[src/rtl/nand_ecc_pkg.sv]
package nand_ecc_pkg;
  localparam int CODE_BYTES = 3;
  localparam int CODE_W     = 8 * CODE_BYTES;
  localparam int HALF_W     = 11;
  localparam int POP_W      = $clog2(CODE_W + 1);

  typedef enum logic [1:0] {
    ECC_CLEAN     = 2'd0,
    ECC_FIELD_ERR = 2'd1,
    ECC_FIXED     = 2'd2,
    ECC_BAD       = 2'd3
  } ecc_status_e;

  // little-endian assembly of one code word
  function automatic logic [CODE_W-1:0] pack_code(input logic [7:0] b0,
                                                  input logic [7:0] b1,
                                                  input logic [7:0] b2);
    return {b2, b1, b0};
  endfunction

  function automatic logic [POP_W-1:0] pop_count(input logic [CODE_W-1:0] v);
    logic [POP_W-1:0] n;
    n = '0;
    for (int i = 0; i < CODE_W; i++) n = n + POP_W'(v[i]);
    return n;
  endfunction

  // low half XOR high half of a code word
  function automatic logic [HALF_W-1:0] fold_halves(input logic [CODE_W-1:0] v);
    return v[HALF_W-1:0] ^ v[2*HALF_W-1:HALF_W];
  endfunction
endpackage

[src/rtl/ecc_pass_sel.sv]
module ecc_pass_sel
  import nand_ecc_pkg::*;
#(
  parameter int MAX_PASSES  = 2,
  parameter int CODE_STRIDE = 8,
  localparam int BUF_BYTES  = CODE_STRIDE * (MAX_PASSES - 1) + CODE_BYTES,
  localparam int PASS_W     = (MAX_PASSES > 1) ? $clog2(MAX_PASSES) : 1
) (
  input  logic [8*BUF_BYTES-1:0] buf_i,
  input  logic [PASS_W-1:0]      pass_i,
  output logic [CODE_W-1:0]      code_o
);
  logic [CODE_W-1:0] codes [MAX_PASSES];

  for (genvar p = 0; p < MAX_PASSES; p++) begin : g_pass
    localparam int BASE = p * CODE_STRIDE;
    assign codes[p] = pack_code(buf_i[8*BASE +: 8],
                                buf_i[8*(BASE+1) +: 8],
                                buf_i[8*(BASE+2) +: 8]);
  end

  always_comb begin
    code_o = codes[0];
    for (int p = 0; p < MAX_PASSES; p++)
      if (pass_i == PASS_W'(p)) code_o = codes[p];
  end
endmodule

[src/rtl/ecc_syndrome.sv]
module ecc_syndrome
  import nand_ecc_pkg::*;
(
  input  logic [CODE_W-1:0] calc_i,
  input  logic [CODE_W-1:0] stor_i,
  output logic [CODE_W-1:0] syn_o,
  output logic [HALF_W-1:0] loc_o,
  output logic [HALF_W-1:0] cross_o,
  output logic              zero_code_o
);
  logic [HALF_W-1:0] calc_fold, stor_fold;

  assign syn_o       = calc_i ^ stor_i;
  assign loc_o       = calc_i[HALF_W-1:0] ^ stor_i[HALF_W-1:0];
  assign calc_fold   = fold_halves(calc_i);
  assign stor_fold   = fold_halves(stor_i);
  assign cross_o     = calc_fold ^ stor_fold;
  assign zero_code_o = (calc_i == '0) || (stor_i == '0);
endmodule

[src/rtl/ecc_classify.sv]
module ecc_classify
  import nand_ecc_pkg::*;
(
  input  logic [CODE_W-1:0] syn_i,
  input  logic [HALF_W-1:0] cross_i,
  input  logic              zero_code_i,
  output logic [POP_W-1:0]  pop_o,
  output ecc_status_e       status_o
);
  localparam logic [POP_W-1:0]  FIX_POP   = POP_W'(HALF_W);
  localparam logic [HALF_W-1:0] ALL_CROSS = '1;

  assign pop_o = pop_count(syn_i);

  always_comb begin
    if (zero_code_i || syn_i == '0)                   status_o = ECC_CLEAN;
    else if (pop_o == POP_W'(1))                      status_o = ECC_FIELD_ERR;
    else if (pop_o == FIX_POP && cross_i == ALL_CROSS) status_o = ECC_FIXED;
    else                                              status_o = ECC_BAD;
  end
endmodule

[src/rtl/ecc1_corrector.sv]
module ecc1_corrector
  import nand_ecc_pkg::*;
#(
  parameter int MAX_PASSES  = 2,
  parameter int CODE_STRIDE = 8,
  parameter int CHUNK_BITS  = 8,
  localparam int BUF_BYTES  = CODE_STRIDE * (MAX_PASSES - 1) + CODE_BYTES,
  localparam int PASS_W     = (MAX_PASSES > 1) ? $clog2(MAX_PASSES) : 1,
  localparam int OFS_W      = CHUNK_BITS + PASS_W
) (
  input  logic                   clk,
  input  logic                   rst_n,
  input  logic                   start_i,
  input  logic                   big_page_i,
  input  logic [8*BUF_BYTES-1:0] calc_buf_i,
  input  logic [8*BUF_BYTES-1:0] stor_buf_i,
  output logic                   busy_o,
  output logic                   done_o,
  output logic                   last_o,
  output logic [PASS_W-1:0]      chunk_o,
  output logic [1:0]             status_o,
  output logic [OFS_W-1:0]       err_byte_o,
  output logic [2:0]             err_bit_o
);
  typedef enum logic {ST_IDLE, ST_EVAL} state_e;

  state_e                 st_q;
  logic                   big_q;
  logic [PASS_W-1:0]      pass_q;
  logic [8*BUF_BYTES-1:0] calc_q, stor_q;
  logic                   done_q, last_q;
  logic [PASS_W-1:0]      chunk_q;
  ecc_status_e            status_q;
  logic [OFS_W-1:0]       byte_q;
  logic [2:0]             bit_q;
  logic [POP_W-1:0]       pop_q;

  // named internal events
  logic                   accept_w;
  logic                   final_pass_w;
  logic [CODE_W-1:0]      calc_code_w, stor_code_w, syn_w;
  logic [HALF_W-1:0]      loc_w, cross_w;
  logic                   zero_w;
  logic [POP_W-1:0]       pop_w;
  ecc_status_e            class_w;

  assign accept_w     = (st_q == ST_IDLE) && start_i;
  assign final_pass_w = !big_q || (pass_q == PASS_W'(MAX_PASSES - 1));

  ecc_pass_sel #(.MAX_PASSES(MAX_PASSES), .CODE_STRIDE(CODE_STRIDE)) u_sel_calc (
    .buf_i(calc_q), .pass_i(pass_q), .code_o(calc_code_w));
  ecc_pass_sel #(.MAX_PASSES(MAX_PASSES), .CODE_STRIDE(CODE_STRIDE)) u_sel_stor (
    .buf_i(stor_q), .pass_i(pass_q), .code_o(stor_code_w));

  ecc_syndrome u_syn (
    .calc_i(calc_code_w), .stor_i(stor_code_w), .syn_o(syn_w),
    .loc_o(loc_w), .cross_o(cross_w), .zero_code_o(zero_w));

  ecc_classify u_cls (
    .syn_i(syn_w), .cross_i(cross_w), .zero_code_i(zero_w),
    .pop_o(pop_w), .status_o(class_w));

  always_ff @(posedge clk or negedge rst_n) begin
    if (!rst_n) begin
      st_q     <= ST_IDLE;
      big_q    <= 1'b0;
      pass_q   <= '0;
      calc_q   <= '0;
      stor_q   <= '0;
      done_q   <= 1'b0;
      last_q   <= 1'b0;
      chunk_q  <= '0;
      status_q <= ECC_CLEAN;
      byte_q   <= '0;
      bit_q    <= '0;
      pop_q    <= '0;
    end else begin
      done_q <= 1'b0;
      if (accept_w) begin
        st_q   <= ST_EVAL;
        big_q  <= big_page_i;
        pass_q <= '0;
        calc_q <= calc_buf_i;
        stor_q <= stor_buf_i;
      end else if (st_q == ST_EVAL) begin
        done_q   <= 1'b1;
        last_q   <= final_pass_w;
        chunk_q  <= pass_q;
        status_q <= class_w;
        pop_q    <= pop_w;
        if (class_w == ECC_FIXED) begin
          byte_q <= {pass_q, loc_w[HALF_W-1:3]};
          bit_q  <= loc_w[2:0];
        end else begin
          byte_q <= '0;
          bit_q  <= '0;
        end
        if (final_pass_w) st_q <= ST_IDLE;
        else              pass_q <= pass_q + PASS_W'(1);
      end
    end
  end

  assign busy_o     = (st_q == ST_EVAL);
  assign done_o     = done_q;
  assign last_o     = last_q;
  assign chunk_o    = chunk_q;
  assign status_o   = status_q;
  assign err_byte_o = byte_q;
  assign err_bit_o  = bit_q;


  buf_hold_chk: assert property (@(posedge clk) disable iff (!rst_n)
    (st_q == ST_EVAL) |=> ($stable(calc_q) && $stable(stor_q)));


  fix_pop_chk: assert property (@(posedge clk) disable iff (!rst_n)
    (done_q && status_q == ECC_FIXED) |-> (pop_q == POP_W'(HALF_W)));


  loc_clear_chk: assert property (@(posedge clk) disable iff (!rst_n)
    (done_q && status_q != ECC_FIXED) |-> (byte_q == '0 && bit_q == '0));


  done_src_chk: assert property (@(posedge clk) disable iff (!rst_n)
    done_q |-> $past(st_q == ST_EVAL));


  done_single_chk: assert property (@(posedge clk) disable iff (!rst_n)
    (done_q && last_q) |=> !done_q);


  pass_pair_chk: assert property (@(posedge clk) disable iff (!rst_n)
    (done_q && !last_q) |=> (done_q && chunk_q != $past(chunk_q)));
endmodule

[config.mk]
export PLATFORM = sky130hd
export DESIGN_NAME = ecc1_corrector
export DESIGN_NICKNAME = d
export VERILOG_FILES = /design/src/rtl/nand_ecc_pkg.sv /design/src/rtl/ecc_pass_sel.sv /design/src/rtl/ecc_syndrome.sv /design/src/rtl/ecc_classify.sv /design/src/rtl/ecc1_corrector.sv
export SDC_FILE = /design/constraint.sdc
export NUM_CORES = 1
export LEC_CHECK = 0
export ABC_CLOCK_PERIOD_IN_PS = 15500
export BUFFER_PORTS_ARGS = -buffer_cell sky130_fd_sc_hd__buf_2
export CORE_ASPECT_RATIO = 1.25
export CORE_MARGIN = 3
export CORE_UTILIZATION = 35
export DETAILED_ROUTE_END_ITERATION = 8
export PLACE_DENSITY = 0.65
export SLEW_MARGIN = 20
export SYNTH_ARGS = -nofsm -noshare
export SYNTH_HDL_FRONTEND = slang
export SYNTH_SLANG_ARGS = --single-unit
[constraint.sdc]
create_clock -name clk -period 15.5 [get_ports clk]
set_input_delay 0.775 -clock clk [delete_from_list [all_inputs] [get_ports clk]]
set_output_delay 0.775 -clock clk [all_outputs]
set_load 0.03 [all_outputs]
; ---- Word-level counts from Yosys, hierarchy flattened
; Cells that the tools add are included.
[totals]
regBits = 196
input_bits = 180
out_inout_bits = 18
word_cells = 74
[classes]
n_addsub = 24
eq_ne = 5
muxes = 15
bitwise = 7
n_reduce_logical = 12
[op_table]
columns = op, count
row1 = adder 5 x 1 -> 5 bit, 22
row2 = zero test 24 bit, 3
row3 = 2-to-1 mux 24 bit, 2
row4 = XOR 11 bit, 4
row5 = XOR 24 bit, 1
row6 = "equality test 11 bit, second input constant", 1
row7 = 2-to-1 mux 1 bit, 9
row8 = 2-to-1 mux 9 bit, 1
row9 = "equality test 5 x 1 -> 1 bit, second input constant", 1
row10 = "equality test 5 x 4 -> 1 bit, second input constant", 1
row11 = 2-to-1 mux 2 bit, 2
row12 = AND reduction 2 bit, 2
row13 = logical OR 1 bit, 3
row14 = 2-to-1 mux 3 bit, 1
row15 = adder 1 x 1 -> 2 bit, 1
row16 = "equality test 2 bit, second input constant", 1
row17 = logical AND 1 bit, 2
row18 = "!= test 2 bit, second input constant", 1
row19 = inverter 1 bit, 2
row20 = nonzero test 2 bit, 1
row21 = "adder 1 bit, second input constant", 1
row22 = zero test 1 bit, 1

; ---- Depth between registers and ports, before layout
[logic_depth]
word_depth = 32
depth_mapped = 27
depth_no_buf = 23

; ---- Modules after synthesis
; Synthesis repeated with hierarchy kept, for this count alone.
[unflattened]
cells_unflattened = 652
hier_area_um2 = 9450.3
[by_module_without_submodules]
columns = mod, n_inst, cells_per_inst, area_per_inst_um2, seq_area_each_um2
row1 = ecc1_corrector, 1, 445, 7335.8, 4904.7
row2 = ecc_classify, 1, 90, 824.5, 0.0
row3 = ecc_pass_sel, 2, 27, 396.6, 0.0
row4 = ecc_syndrome, 1, 63, 496.7, 0.0

; ---- Worst setup path before layout
; OpenSTA, ideal clock, no wires.
[synth_path]
path_type = reg-to-reg
from = register pass_q
to = register bit_q[0] (netlist: err_bit_o[0])
setup_time_ns = 0.081
arrival_ns = 5.957
t_required_ns = 15.419
setup_slack_ns = 9.462
path_stages_with_launch = 25
path_buffers = 4
period_less_slack_ns = 6.038
path_cell_list = dfrtp_1 > buf_6 > inv_4 > buf_8 > buf_6 > nor2_1 > a21oi_1 > ha_1 > inv_1 > fa_1 > fa_1 > fa_1 > fa_1 > fa_1 > fa_1 > inv_1 > fa_1 > a211oi_1 > a31oi_1 > or3_1 > nor3_1 > and4_1 > nand4b_4 > buf_6 > o22ai_2
[synth_between]
elab_chain_cells = 32
word_cells_on_any_way = 44
classes_between = add/sub: 23 / eq/ne: 4 / mux: 6 / bitwise: 5 / reduce/logical: 6
[synth_lines]
columns = element, line_no
row1 = from (decl), ecc1_corrector.sv:29  ; logic [PASS_W-1:0] pass_q;
row2 = from (signal assigned), ecc1_corrector.sv:99  ; else pass_q <= pass_q + PASS_W'(1);
row3 = 2-to-1 mux 24 bit, ecc_pass_sel.sv:25  ; if (pass_i == PASS_W'(p)) code_o = codes[p];
row4 = XOR 24 bit, ecc_syndrome.sv:13  ; assign syn_o = calc_i ^ stor_i;
row5 = adder 1 x 1 -> 2 bit, nand_ecc_pkg.sv:24  ; for (int i = 0; i < CODE_W; i++) n = n + POP_W'(v[i]);
row6 = adder 5 x 1 -> 5 bit (22 in series), nand_ecc_pkg.sv:24
row7 = equality test 5 x 4 -> 1 bit, ecc_classify.sv:18  ; else if (pop_o == FIX_POP && cross_i == ALL_CROSS) status_o = ECC_FIXED;
row8 = logical AND 1 bit, ecc_classify.sv:18
row9 = 2-to-1 mux 1 bit, ecc_classify.sv:18
row10 = 2-to-1 mux 2 bit, ecc_classify.sv:17  ; else if (pop_o == POP_W'(1)) status_o = ECC_FIELD_ERR;
row11 = 2-to-1 mux 2 bit, ecc_classify.sv:16  ; if (zero_code_i || syn_i == '0) status_o = ECC_CLEAN;
row12 = equality test 2 bit, ecc1_corrector.sv:91  ; if (class_w == ECC_FIXED) begin
row13 = 2-to-1 mux 3 bit (*), ecc1_corrector.sv:91
row14 = to (signal assigned), ecc1_corrector.sv:93  ; bit_q <= loc_w[2:0];
row15 = to (decl), ecc1_corrector.sv:35  ; logic [2:0] bit_q;
; Every way passes the cells marked *; elsewhere a longest branch is shown, timed or not.
; A chain may end at the register's enable or synchronous reset.

; ---- Worst setup path in the final report
[layout_path]
from = register pass_q
to = register byte_q[8] (netlist: err_byte_o[8])
[layout_between]
elab_chain_cells = 32
word_cells_on_any_way = 43
classes_between = add/sub: 23 / eq/ne: 4 / mux: 6 / bitwise: 4 / reduce/logical: 6
[layout_lines]
columns = element, line_no
row1 = 2-to-1 mux 24 bit, ecc_pass_sel.sv:25
row2 = XOR 24 bit, ecc_syndrome.sv:13
row3 = adder 1 x 1 -> 2 bit, nand_ecc_pkg.sv:24
row4 = adder 5 x 1 -> 5 bit (22 in series), nand_ecc_pkg.sv:24
row5 = equality test 5 x 4 -> 1 bit, ecc_classify.sv:18
row6 = logical AND 1 bit, ecc_classify.sv:18
row7 = 2-to-1 mux 1 bit, ecc_classify.sv:18
row8 = 2-to-1 mux 2 bit, ecc_classify.sv:17
row9 = 2-to-1 mux 2 bit, ecc_classify.sv:16
row10 = equality test 2 bit, ecc1_corrector.sv:91
row11 = 2-to-1 mux 9 bit (*), ecc1_corrector.sv:91
row12 = to (signal assigned), ecc1_corrector.sv:92  ; byte_q <= {pass_q, loc_w[HALF_W-1:3]};
row13 = to (decl), ecc1_corrector.sv:34  ; logic [OFS_W-1:0] byte_q;
; Marks and branches as above.

==> flow_summary.yaml <==
grt:
  grt_pass1_vias: 4568
  track_usage: 0.164
  grt_max_degree: 80
  grt_pass1_wl_mm: 24.2
  gr-total-overflow: 0
  antenna_found_initial: 0
layout:
  regArea_um2: 2900
  drive_gt1_frac: 0.460
  layout.nets: 789
  fin_cells: 816
  fillCellCount: 1630
  antennaDiodeCount: 0
  final_cell_mix: "116 x dfrtp_1, 116 x buf_2, 99 x mux2_2"
  syn_to_final_growth_pct: 21.9
  multiInputGateArea_um2: 2980
logic_synthesis:
  syn_inst: 465
  syn_nets: 670
  synth_cell_types: 40
  ys_warn_count: 0
  ys_seq_elements: 116
  synth_area_leaders: "dfrtp_1 47%, mux2_2 18%, xor2_1 7.0%, fa_1 5.5%, inv_1 2.3%"
  async_flop_share: 1.00
  synth_top_cell_by_area: "dfrtp_1"
  synth_ff_type: "dfrtp_1"
  synth_top_area_frac: 0.473
  ys_seq_area_frac: 0.473
  syn_area_um2: 6140
  synth_area_per_cell_um2: 13.2
  synth-edff-count: 0
sta:
  maxSlewViolCount: 0
  setup-tns-final_ps: 0
  fmax_mhz: 146
  relSlewSlack: 0.324
  finalCriticalPeriod_ps: 6830
  grt_setup_unrepaired: "false"
  setup_viol: 0
  post-route-period-util: 0.440
  tightest_slew_ps: 1010
  finalHoldViolCount: 0
  clock_skew_ps: 8.29
worst_setup_path:
  arrival_ps: 7150
  crit_chain: "inv_4, nor2_1, a21oi_1, ha_1, inv_1, fa_1, fa_1, fa_1, fa_1, fa_1, fa_1, inv_1, fa_1, a211oi_1, a31oi_1, or3_1, nor3_1, and4_1, nand4b_4, o22ai_1"
  critPathMaxFanout: 29
  startpoint: "pass_q"
  r2r_start: "pass_q"
  r2r_slack_ps: 8670
  path_class: "register to register"
  cp.buffers_inverters: 3
  setup.worst_path.start_class: "register"
  cp_data_required_time_ps: 15820
  slowest_stage: "fa_1"
  crit_path_frequent_cell: "fa_1"
  crit_family: "adder cells"
  worst_path_largest_cell_delay_ps: 580
  critPathCaptureType: "register"
detailed_routing:
  viasPerCell: 4.88
  routed-via-count: 3982
  ant_nets: 0
  drtPass1Iterations: 4
  drt_iter0_markers: 108
  postRouteWirelength_mm: 15.4
  drc: 0
  route.detailed.wl_per_inst_um: 18.9
clock_tree:
  ctsRootBufferMaster: "clkbuf_16"
  cts_tree: "yes"
  cts_made_buffers: 17
  cts_buffer_depth: 2
  htreeDepth: 4
  ctsHoldBuffers: 0
  worstSkewPairLatency_ps: 410
  post_cts_buffers: 0
  cts_resized: 0
  clock-sinks: 116
  clkTransAtPathRegs_ps: 50
placed_design:
  dpl.hpwl_mm: 12.2
  portBuffers: 117
  place_congestion: 0.844
  placed_cells: 785
status:
  status: "completed"
floorplan:
  dieArea_um2: 19200
  rows: 53
  core_area_um2: 17000
  die_x_um: 124
  initial_core_util: 0.361
  dieHeight_um: 154
  pin_count: 198
flow_run:
  cap_violations: 0
min_path:
  hold_class: "primary input to asynchronous set/reset pin"
-- worst register-to-register path, delay by kind of cell (launching register included) --
kind / cells / cell delay [ps]
AO/OA/AOI/OAI: 4 / 890
adder cells (fa/ha/maj): 8 / 3460
buffers and inverters: 3 / 630
flip-flops: 1 / 560
AND/OR/NAND/NOR: 5 / 1190
-- cells by family after synthesis --
group,count (synthesis),synth area share
AO/OA/AOI/OAI,26,0.0383
XOR/XNOR,60,0.0856
adder cells (fa/ha/maj),25,0.0718
buffers and inverters,58,0.0426
flip-flops,116,0.473
multiplexers,122,0.229
AND/OR/NAND/NOR,58,0.0597
-- area by class of cell --
cell class / instances / share of cell area
inverter: 39 / 0.0199
clock buffer: 21 / 0.0616
timing repair buffer: 119 / 0.0807
clock inverter: 10 / 0.0144
tap: 220 / 0.0368
multi-input combinational: 291 / 0.398
sequential: 116 / 0.388
-- routing by layer --
layer / GRT usage / share of wire / up-vias
li1: - / - / 1875
met1: 0.183 / 0.39 / 1984
met2: 0.296 / 0.53 / 92
met3: 0.0337 / 0.034 / 31
met4: 0.0820 / 0.039 / 0
met5: 0 / 0 / -
-- flip-flops by register name, summed over array words and instances, names as in the netlist --
| signal | flops |
|---|---|
| big_q | 1 |
| busy_o | 1 |
| calc_q | 48 |
| chunk_o | 1 |
| done_o | 1 |
| err_bit_o | 3 |
| err_byte_o | 9 |
| last_o | 1 |
| pass_q | 1 |
| status_o | 2 |
| stor_q | 48 |
-- per-stage QoR --
stage / util / hold slack [ps] / instance area, µm² / setup slack [ps]
floorplan: - / 479 / 6140 / 9460
global placement: 0.407 / 495 / 6910 / 8730
detailed placement: 0.407 / 498 / 6910 / 8600
CTS: 0.440 / 394 / 7480 / 8590
global route: 0.440 / 421 / 7480 / 8230
finish: 0.440 / 380 / 7480 / 8670
-- cell usage after synthesis (2+ instances only) --
cell	n
inv_1	38
xor2_1	49
mux2i_4	2
ha_1	8
fa_1	17
mux2i_1	12
nand4_1	10
nor3_1	3
dfrtp_1	116
nand3_1	4
xnor2_1	11
nand2_1	3
or4_1	3
o22ai_2	10
nor4_1	18
o22ai_1	4
mux2i_2	9
clkbuf_1	13
o21ai_0	3
or3_1	2
a21oi_1	2
buf_6	4
mux2_2	99
nor4_2	2
nor2_1	8
-- path summary, 6_finish.rpt --
kind	endpoint	cells past startpoint
max in group asynchronous	calc_q[79]	2
worst max register to register	err_byte_o[8]	20
min in group clk	last_o	1
worst min-delay path	err_byte_o[7]	1
worst min register to register	last_o	1
worst max-delay path	err_byte_o[8]	20
Power is not shown: default switching activity piles up to over one toggle a cycle in this logic, so the estimate is an artifact.
